[src/rtl/pbus_pkg.sv]
package pbus_pkg;

  typedef enum logic [1:0] {
    SL_FAST = 2'd0,
    SL_SLOW = 2'd1,
    SL_BOOT = 2'd2
  } slave_e;

  typedef enum logic [2:0] {
    ST_IDLE  = 3'd0,
    ST_TURN  = 3'd1,
    ST_ACT   = 3'd2,
    ST_GAP   = 3'd3,
    ST_RECOV = 3'd4
  } seq_state_e;

  // Select code to slave: codes 2 and 3 both reach the boot memory.
  function automatic slave_e decode_sel(input logic [1:0] code);
    case (code)
      2'd0:    return SL_FAST;
      2'd1:    return SL_SLOW;
      default: return SL_BOOT;
    endcase
  endfunction

  // Clocks per byte window for a slave.
  function automatic int unsigned window_len(input slave_e s, input int unsigned wf,
                                             input int unsigned ws, input int unsigned wb);
    case (s)
      SL_FAST: return wf;
      SL_SLOW: return ws;
      default: return wb;
    endcase
  endfunction

  // Boot memory is read-only: any request to it becomes a read.
  function automatic logic eff_read(input slave_e s, input logic rd);
    return rd | (s == SL_BOOT);
  endfunction

  // Slaves that need an enable strobe per byte.
  function automatic logic needs_strobe(input slave_e s);
    return s != SL_FAST;
  endfunction

endpackage

[src/rtl/pbus_timer.sv]
module pbus_timer #(
  parameter int CW = 4
) (
  input  logic          clk,
  input  logic          rst_n,
  input  logic          load,
  input  logic [CW-1:0] load_val,
  output logic          expired
);
  logic [CW-1:0] cnt;

  always_ff @(posedge clk or negedge rst_n) begin
    if (!rst_n)          cnt <= '0;
    else if (load)       cnt <= load_val;
    else if (cnt != '0)  cnt <= cnt - 1'b1;
  end

  assign expired = (cnt == '0);

  AST_TIMER_RANGE: assert property (@(posedge clk) disable iff (!rst_n)
    load |=> (cnt == $past(load_val)));
endmodule

[src/rtl/pbus_seq.sv]
module pbus_seq
  import pbus_pkg::*;
#(
  parameter int LW        = 2,
  parameter int CW        = 4,
  parameter int WAIT_FAST = 1,
  parameter int WAIT_SLOW = 4,
  parameter int WAIT_BOOT = 8
) (
  input  logic          clk,
  input  logic          rst_n,
  input  logic          accept,
  input  slave_e        in_sel,
  input  logic          in_rd,
  input  logic [LW-1:0] in_len,
  input  logic          expired,
  output seq_state_e    state,
  output slave_e        sel_q,
  output logic          rd_q,
  output logic [LW-1:0] idx,
  output logic          last_byte,
  output logic          byte_end,
  output logic          load,
  output logic [CW-1:0] load_val,
  output logic          done
);
  seq_state_e    nxt;
  logic [LW-1:0] len_q;

  assign byte_end  = (state == ST_ACT) && expired;
  assign last_byte = (idx == len_q);

  always_comb begin
    nxt  = state;
    load = 1'b0;
    case (state)
      ST_IDLE: if (accept) begin
        nxt  = in_rd ? ST_TURN : ST_ACT;
        load = !in_rd;
      end
      ST_TURN: begin
        nxt  = ST_ACT;
        load = 1'b1;
      end
      ST_ACT: if (byte_end) begin
        if (last_byte)                nxt  = rd_q ? ST_RECOV : ST_IDLE;
        else if (needs_strobe(sel_q)) nxt  = ST_GAP;
        else                          load = 1'b1;
      end
      ST_GAP: begin
        nxt  = ST_ACT;
        load = 1'b1;
      end
      default: nxt = ST_IDLE;
    endcase
  end

  always_comb begin
    if (state == ST_IDLE)
      load_val = CW'(window_len(in_sel, WAIT_FAST, WAIT_SLOW, WAIT_BOOT) - 1);
    else
      load_val = CW'(window_len(sel_q, WAIT_FAST, WAIT_SLOW, WAIT_BOOT) - 1);
  end

  always_ff @(posedge clk or negedge rst_n) begin
    if (!rst_n) begin
      state <= ST_IDLE;
      sel_q <= SL_FAST;
      rd_q  <= 1'b0;
      len_q <= '0;
      idx   <= '0;
      done  <= 1'b0;
    end else begin
      state <= nxt;
      done  <= byte_end && last_byte;
      if (accept) begin
        sel_q <= in_sel;
        rd_q  <= in_rd;
        len_q <= in_len;
        idx   <= '0;
      end else if (byte_end && !last_byte) begin
        idx <= idx + 1'b1;
      end
    end
  end

  AST_GAP_ONE: assert property (@(posedge clk) disable iff (!rst_n)
    (state == ST_GAP) |=> (state == ST_ACT));
  AST_DONE_PULSE: assert property (@(posedge clk) disable iff (!rst_n)
    done |=> !done);
endmodule

[src/rtl/pbus_datapath.sv]
module pbus_datapath #(
  parameter int NB = 4,
  parameter int LW = 2
) (
  input  logic            clk,
  input  logic            rst_n,
  input  logic            accept,
  input  logic [8*NB-1:0] wdata,
  input  logic [LW-1:0]   idx,
  input  logic            capture,
  input  logic [7:0]      din,
  output logic [7:0]      dout,
  output logic [8*NB-1:0] rdata
);
  logic [8*NB-1:0] wdata_q;
  logic [7:0]      wbytes [NB];

  for (genvar g = 0; g < NB; g++) begin : g_lane
    assign wbytes[g] = wdata_q[8*g +: 8];

    always_ff @(posedge clk or negedge rst_n) begin
      if (!rst_n)                          rdata[8*g +: 8] <= '0;
      else if (accept)                     rdata[8*g +: 8] <= '0;
      else if (capture && idx == LW'(g))   rdata[8*g +: 8] <= din;
    end
  end

  always_ff @(posedge clk or negedge rst_n) begin
    if (!rst_n)      wdata_q <= '0;
    else if (accept) wdata_q <= wdata;
  end

  assign dout = wbytes[idx];

  AST_WDATA_HELD: assert property (@(posedge clk) disable iff (!rst_n)
    !accept |=> $stable(wdata_q));
endmodule

[src/rtl/pbus_master.sv]
module pbus_master
  import pbus_pkg::*;
#(
  parameter int MAX_BYTES = 4,
  parameter int WAIT_FAST = 1,
  parameter int WAIT_SLOW = 4,
  parameter int WAIT_BOOT = 8
) (
  input  logic                   clk,
  input  logic                   rst_n,
  input  logic                   req_valid,
  output logic                   req_ready,
  input  logic [1:0]             req_sel,
  input  logic                   req_rd,
  input  logic [$clog2(MAX_BYTES)-1:0] req_len,
  input  logic [2:0]             req_ctl,
  input  logic [8*MAX_BYTES-1:0] req_wdata,
  output logic                   rsp_done,
  output logic [8*MAX_BYTES-1:0] rsp_rdata,
  output logic [7:0]             bus_dout,
  input  logic [7:0]             bus_din,
  output logic                   bus_oe,
  output logic                   bus_rd,
  output logic [2:0]             bus_ctl,
  output logic                   ce_fast_n,
  output logic                   ce_slow_n,
  output logic                   ce_boot_n
);
  localparam int LW    = $clog2(MAX_BYTES);
  localparam int WMAX  = (WAIT_BOOT > WAIT_SLOW) ?
                         ((WAIT_BOOT > WAIT_FAST) ? WAIT_BOOT : WAIT_FAST) :
                         ((WAIT_SLOW > WAIT_FAST) ? WAIT_SLOW : WAIT_FAST);
  localparam int CW    = $clog2(WMAX + 1);

  seq_state_e    state;
  slave_e        in_sel, sel_q;
  logic          in_rd, rd_q, accept, expired, load, last_byte, byte_end, capture;
  logic [CW-1:0] load_val;
  logic [LW-1:0] idx;
  logic [2:0]    ctl_q;
  logic          in_window, in_burst;

  assign in_sel    = decode_sel(req_sel);
  assign in_rd     = eff_read(in_sel, req_rd);
  assign req_ready = (state == ST_IDLE);
  assign accept    = req_valid && req_ready;
  assign capture   = byte_end && rd_q;

  pbus_timer #(.CW(CW)) u_timer (
    .clk(clk), .rst_n(rst_n), .load(load), .load_val(load_val), .expired(expired)
  );

  pbus_seq #(
    .LW(LW), .CW(CW),
    .WAIT_FAST(WAIT_FAST), .WAIT_SLOW(WAIT_SLOW), .WAIT_BOOT(WAIT_BOOT)
  ) u_seq (
    .clk(clk), .rst_n(rst_n), .accept(accept), .in_sel(in_sel), .in_rd(in_rd),
    .in_len(req_len), .expired(expired), .state(state), .sel_q(sel_q), .rd_q(rd_q),
    .idx(idx), .last_byte(last_byte), .byte_end(byte_end), .load(load),
    .load_val(load_val), .done(rsp_done)
  );

  pbus_datapath #(.NB(MAX_BYTES), .LW(LW)) u_dp (
    .clk(clk), .rst_n(rst_n), .accept(accept), .wdata(req_wdata), .idx(idx),
    .capture(capture), .din(bus_din), .dout(bus_dout), .rdata(rsp_rdata)
  );

  always_ff @(posedge clk or negedge rst_n) begin
    if (!rst_n)      ctl_q <= '0;
    else if (accept) ctl_q <= req_ctl;
  end

  assign in_window = (state == ST_ACT);
  assign in_burst  = (state == ST_ACT) || (state == ST_GAP);
  assign bus_ctl   = ctl_q;
  assign bus_rd    = in_burst && rd_q;
  assign bus_oe    = (state == ST_IDLE) || (in_burst && !rd_q);
  assign ce_fast_n = !(in_window && sel_q == SL_FAST);
  assign ce_slow_n = !(in_window && sel_q == SL_SLOW);
  assign ce_boot_n = !(in_window && sel_q == SL_BOOT);

  AST_ONE_ENABLE: assert property (@(posedge clk) disable iff (!rst_n)
    $onehot0({~ce_fast_n, ~ce_slow_n, ~ce_boot_n}));
  AST_NO_CONTENTION: assert property (@(posedge clk) disable iff (!rst_n)
    !(bus_oe && bus_rd));
  AST_TURN_FIRST: assert property (@(posedge clk) disable iff (!rst_n)
    $rose(bus_rd) |-> !$past(bus_oe));
  AST_FAST_HOLD: assert property (@(posedge clk) disable iff (!rst_n)
    (!ce_fast_n && byte_end && !last_byte) |=> !ce_fast_n);
  AST_SLOW_STROBE: assert property (@(posedge clk) disable iff (!rst_n)
    (!ce_slow_n && byte_end && !last_byte) |=> ce_slow_n);
  AST_BUSY_AFTER_ACCEPT: assert property (@(posedge clk) disable iff (!rst_n)
    accept |=> !req_ready);
  AST_BOOT_READS: assert property (@(posedge clk) disable iff (!rst_n)
    !ce_boot_n |-> (bus_rd && !bus_oe));
  AST_CTL_STEADY: assert property (@(posedge clk) disable iff (!rst_n)
    (in_window && $past(in_window)) |-> $stable(bus_ctl));
endmodule

[config.mk]
export PLATFORM = sky130hd
export DESIGN_NAME = pbus_master
export DESIGN_NICKNAME = d
export VERILOG_FILES = /design/src/rtl/pbus_pkg.sv /design/src/rtl/pbus_timer.sv /design/src/rtl/pbus_seq.sv /design/src/rtl/pbus_datapath.sv /design/src/rtl/pbus_master.sv
export SDC_FILE = /design/constraint.sdc
export NUM_CORES = 1
export LEC_CHECK = 0
export BUFFER_PORTS_ARGS = -buffer_cell sky130_fd_sc_hd__buf_2
export CORE_MARGIN = 8
export CORE_UTILIZATION = 29
export DETAILED_ROUTE_END_ITERATION = 12
export GPL_TIMING_DRIVEN = 1
export SYNTH_ARGS = -nofsm -noshare
export SYNTH_HDL_FRONTEND = slang
export SYNTH_SLANG_ARGS = --single-unit
[constraint.sdc]
create_clock -name clk -period 6.3 [get_ports clk]
set_input_delay 0.63 -clock clk [delete_from_list [all_inputs] [get_ports clk]]
set_output_delay 0.63 -clock clk [all_outputs]
set_load 0.01 [all_outputs]
# Yosys cells after proc, flatten, opt, wreduce, memory -nomap -nowiden
# Index checks and enable logic that the tools add are counted.
[classes]
n_addsub = 4
order_cmp = 1
n_eq_ne = 15
mux = 33
n_bitwise = 2
reduce_logical = 38
[op_table]
columns = ["cell", "n"]
rows = [
  ["8-bit two-way mux", 10],
  ["4-bit two-way mux", 5],
  ["8-bit binary-select mux with 2-bit select", 1],
  ["4-bit case mux with 2 select lines", 2],
  ["3-bit two-way mux", 5],
  ["1-bit logical AND", 14],
  ["2-bit nonzero test", 7],
  ["4-bit by 1-bit subtractor with 4-bit output (second input constant)", 3],
  ["3-bit case mux with 3 select lines", 1],
  ["2-bit by 1-bit equality test with 1-bit output (second input constant)", 4],
  ["2-bit equality test (second input constant)", 4],
  ["2-bit zero test", 4],
  ["3-bit by 2-bit equality test with 1-bit output (second input constant)", 2],
  ["1-bit zero test", 6],
  ["2-bit two-way mux", 3],
  ["4-bit zero test", 1],
  ["1-bit two-way mux", 4],
  ["2-bit case mux with 2 select lines", 1],
  ["4-bit nonzero test", 1],
  ["3-bit by 1-bit equality test with 1-bit output (second input constant)", 1],
  ["3-bit greater-or-equal comparator (second input constant)", 1],
  ["3-bit zero test", 1],
  ["3-bit by 1-bit != test with 1-bit output (second input constant)", 1],
  ["2-bit NOT with 3-bit output", 1],
  ["other kinds (9)", 10],
]
[word_totals]
ff_bits = 82
input_bits = 51
wordCells = 106

# Longest topological paths before layout
[depth]
depth_word = 8
ltp_mapped = 11
ltp_nobuf = 9

# Hierarchy
# Synthesis repeated with hierarchy kept, for this count alone.
[unflattened]
cells_unflattened = 290
area_unflattened_um2 = 3931.3
[modules_own_cells]
columns = ["mod", "n_inst", "cells_per_inst", "area_each_um2"]
rows = [
  ["pbus_datapath", 1, 195, 2865.2],
  ["pbus_seq", 1, 53, 614.3],
  ["pbus_timer", 1, 22, 234.0],
  ["pbus_master", 1, 20, 217.7],
]

# Worst setup path after synthesis
# Ideal clock, no wire load.
[synth_timing]
kind = "input-to-reg"
start = "input req_sel[1]"
end = "register u_timer.cnt[2]"
setup_time_ns = 0.127
arrival_time_ns = 2.012
t_required_ns = 6.173
path_slack_ns = 4.161
cell_stages = 10
n_path_buf = 1
path_cell_list = "nor4b_2 -> o21bai_1 -> and2_4 -> buf_6 -> mux2i_1 -> ha_1 -> inv_1 -> nor3_1 -> o211ai_1 -> nand3_1"
[synth_via]
elab_chain_cells = 8
word_cells_on_any_way = 16
classes_between = "1 x add/sub; 3 x eq/ne; 7 x mux; 1 x bitwise; 4 x reduce/logical"
[synth_rtl]
columns = ["element", "line_no", "rtl"]
rows = [
  ["start, declared", "pbus_master.sv:13", "input logic [1:0] req_sel,"],
  ["2-bit by 1-bit equality test with 1-bit output or 2-bit zero test (tied branches)", "pbus_pkg.sv:19", "case (code)"],
  ["2-bit case mux with 2 select lines (*)", "pbus_pkg.sv:19", ""],
  ["2-bit by 1-bit equality test with 1-bit output, or another cell as far along", "pbus_pkg.sv:29", "case (s)"],
  ["4-bit case mux with 2 select lines or 1-bit OR (tied branches)", "pbus_pkg.sv:29, pbus_pkg.sv:38", ""],
  ["4-bit two-way mux or 1-bit zero test (tied branches)", "pbus_seq.sv:59, pbus_seq.sv:39", ""],
  ["4-bit by 1-bit subtractor with 4-bit output or 1-bit two-way mux (tied branches)", "pbus_seq.sv:60, pbus_seq.sv:37", ""],
  ["4-bit two-way mux or 1-bit case mux with 3 select lines (tied branches)", "pbus_seq.sv:59, pbus_seq.sv:36", ""],
  ["4-bit two-way mux or 2-bit nonzero test (tied branches)", "n/a", ""],
  ["end signal, assigned", "pbus_timer.sv:14", "else if (load) cnt <= load_val;"],
  ["end signal, assigned", "pbus_timer.sv:15", "else if (cnt != '0) cnt <= cnt - 1'b1;"],
  ["end, declared", "pbus_timer.sv:10", "logic [CW-1:0] cnt;"],
]
# Every way passes the cells marked *; elsewhere a longest branch is shown, timed or not. The select of a mux whose other input is x is not followed.
# A chain may end at the register's enable or synchronous reset.

# Final worst setup path
[layout_timing]
start = "register u_timer.cnt[1]"
end = "register u_timer.cnt[2]"
[layout_via]
elab_chain_cells = 5
word_cells_on_any_way = 9
classes_between = "1 x add/sub; 4 x mux; 4 x reduce/logical"
[layout_rtl]
columns = ["element", "line_no", "rtl"]
rows = [
  ["4-bit zero test", "pbus_timer.sv:18", "assign expired = (cnt == '0);"],
  ["1-bit logical AND", "pbus_seq.sv:30", "assign byte_end = (state == ST_ACT) && expired;"],
  ["1-bit two-way mux", "pbus_seq.sv:45", "ST_ACT: if (byte_end) begin"],
  ["1-bit case mux with 3 select lines", "pbus_seq.sv:36", "case (state)"],
  ["4-bit two-way mux or 2-bit nonzero test (tied branches)", "n/a", ""],
]
# Several ways; a longest one is shown, not always the timed one. The select of a mux whose other input is x is not followed.

==> results.md <==
- Max Slew Vio Count: 0
- Cell count after synthesis: 360
- CP Capture Type: flip-flop
- Worst flop-to-flop path endpoint: u_timer.cnt[2]
- Placer Congestion: 0.749
- Wire length per cell: 14.9 um
- Top-count cell post-synth: nand2_1
- Yosys reg bits: 82
- Worst Setup EP: u_timer.cnt[2]
- Final Skew: 0.00682 ns
- Largest net degree at the start of global routing: 83
- Data required, critical path: 6.57 ns
- Root buffer cell: clkbuf_16
- PD cells: 505 nW/um2
- Crit Path Class: flip-flop to flip-flop
- Status: finished clean
- Worst skew pair latency: 0.34 ns
- Tcrit/Tclk final: 41.7%
- Reg2reg start: u_timer.cnt[1]
- Post-synth EDFFs: 0
- # hold bufs at CTS: 0
- N_diodes: 0
- Minimum clock period: 2.63 ns
- Post-cts resize count: 0
- Ports: 101
- Logic gate share of total power: 35.2%
- Via density per instance: 4.50
- Htree depth: 3
- Synth cell count leaders: nand2_1 (121), dfrtp_1 (82), nor2_1 (38)
- HPWL Detailed: 6.77 mm
- YS warnings: 0
- # rows: 42
- Pre-antenna DRT Iters: 6
- Slew @ Worst Pin: 1.05 ns
- Via count: 2854
- Die Wd: 131 um
- Net Count, Synth: 416
- Die area: 17100 um2
- Max IR drop VDD: 0.000137 V
- Layout Area Growth over Synthesis: 25.8%
- 1st-iter DRT viols: 84
- Final #Nets: 509
- Total Routing Usage GR: 11.5%
- Post-synthesis sequential area ratio: 53.8%
- Setup TNS: 0 ns
- Pwr Total: 2.43 mW
- Worst setup path startpoint: u_timer.cnt[1]
- Overflow after GRT: 0
- Post-CTS Setup Inserts: 0
- WL final: 9.46 mm
- Final hold vios: 0
- Worst r2r path cells: 9
- Critical path fanouts, max: 12
- Reg clk slew, reported paths: 0.06 ns
- CTS tree: yes
- Psw: 0.861 mW
- Maximum clock path buffer count: 2
- CTS Buf Count: 9
- Max Cap Viol: 0
- Antenna violations before repair: 0
- # setup viols final: 0
- Inst Count DP: 618
- Top FF cell, synth: dfrtp_1
- Portion of total power attributed to sequential cells: 37.9%
- First-pass GRT wire length: 15.2 mm
- Unrepaired setup endpoints after global routing: no
- Core area: 13000 um2
- Relative slew slack: 30.2%
- Leak: 2.71 nW
- Layout Cells excl Fill: 634
- Antenna Nets Post-Route: 0
- Die height: 131 um
- Post-synth ARST share: 100%
- Mean Syn Cell Area: 10.6 um2
- Vias in the first global route: 2948
- Clock Sinks: 82
- Fmax: 380 MHz
- Clk pwr share: 26.9%
- Startpoint Class: flip-flop
- Hold WC Path Type: primary input to async pin
- I/O Buffers: 100
- DRC violations left: 0
- Synthesized area: 3820 um2
- Netlist cell types: 43
- Internal power: 1.57 mW
- Synth top area share: 53.8%
- Crit path arrival time: 2.90 ns
- Reg2Reg Setup Slack: 3.67 ns
- Top cells by area, synth: dfrtp_1 (54%), nand2_1 (12%), mux2i_1 (9.2%)
- Net Sw Frac: 35.5%
- Initial core utilization: 29.3%
- Area leader, netlist: dfrtp_1
- Layout cell share with drive strength beyond 1: 30.8%
cells by family (layout without fill, tap and decap cells):
group	Yosys count	after routing	share of synthesized area, %
compound gates	19	19	3.57
fa+ha+maj	5	5	1.64
mux	44	44	14.2
xor+xnor	3	3	0.885
buf+inv	24	122	3.80
flops	82	82	53.8
simple gates	183	183	22.2
sequential cells by signal (all words and copies together) (netlist names):
register	cells
u_dp.rdata	32
u_dp.wdata_q	32
u_timer.cnt	4
bus_ctl	3
u_seq.state	3
u_seq.idx	2
u_seq.len_q	2
u_seq.sel_q	2
u_seq.done	1
u_seq.rd_q	1
layout by cell type (no fill, tap or decap), types with 2 or more instances in the layout:
| master | synthesis | final |
|---|---|---|
| nand2_1 | 121 | 121 |
| buf_2 | 5 | 99 |
| dfrtp_1 | 82 | 82 |
| nor2_1 | 38 | 38 |
| mux2i_1 | 35 | 35 |
| clkbuf_16 | 0 | 9 |
| mux4_2 | 8 | 8 |
| o21ai_0 | 5 | 5 |
| ha_1 | 5 | 5 |
| inv_1 | 4 | 4 |
| bufinv_16 | 0 | 4 |
| nor3_1 | 3 | 3 |
| nand4_4 | 3 | 3 |
| buf_4 | 7 | 3 |
| nand3b_1 | 2 | 2 |
| nor2b_1 | 2 | 2 |
| o211ai_1 | 2 | 2 |
| nand3_1 | 2 | 2 |
| nand2b_1 | 2 | 2 |
| a21oi_1 | 2 | 2 |
| a211o_1 | 2 | 2 |
| clkinv_4 | 0 | 2 |
critical path: stages (launching register included):
cell and delay [ns]:
dfrtp_1 0.42, nor4_4 0.80, o2111ai_2 0.29, and2_4 0.23, mux2i_1 0.16, ha_1 0.21, inv_1 0.06, nor3_1 0.16
o211ai_1 0.12, nand3_1 0.11
layout make-up:
class	count	area [um2]
multi-input cells	254	1620
clock buffers	10	239
repair buffers	102	518
well taps	176	220
fillers	1349	8230
flip-flops and latches	82	2050
clock inverters	6	138
inverters	4	15.0
worst min path at each step:
stage	to	slack, ns	cells after the start
global route	u_dp.wdata_q[17]	0.47	3
global placement	u_dp.wdata_q[13]	0.45	2
CTS	u_dp.wdata_q[20]	0.47	3
finish	u_dp.wdata_q[11]	0.46	1
detailed placement	u_dp.wdata_q[25]	0.46	2
floorplan	bus_ctl[0]	0.33	0
per-stage QoR:
| step | util (%) | setup WS [ns] | hold WS [ns] | instance area (um2) |
|---|---|---|---|---|
| 2_1_floorplan | - | 4.16 | 0.334 | 3820 |
| 3_3_place_gp | 34.0 | 3.81 | 0.455 | 4430 |
| 3_5_place_dp | 34.0 | 3.68 | 0.461 | 4430 |
| 4_1_cts | 36.9 | 3.66 | 0.468 | 4800 |
| 5_1_grt | 36.9 | 3.43 | 0.473 | 4800 |
| 6_report | 36.9 | 3.67 | 0.462 | 4800 |
power by group through the flow:
stage	registers, mW	clock network [mW]	logic, mW
floorplan	0.887	0	0.609
global route	0.950	0.692	0.957
detailed placement	0.927	0	0.867
global placement	0.919	0	0.844
finish	0.919	0.652	0.855
CTS	0.921	0.667	0.873
metal layers:
layer,wire length [um],track usage (%),up-vias
met5,0,0,-
met4,259,6.21,0
met3,370,2.80,18
met2,4820,18.6,55
met1,4010,13.9,1408
li1,-,-,1373
Power figures use the tool's default switching activity.
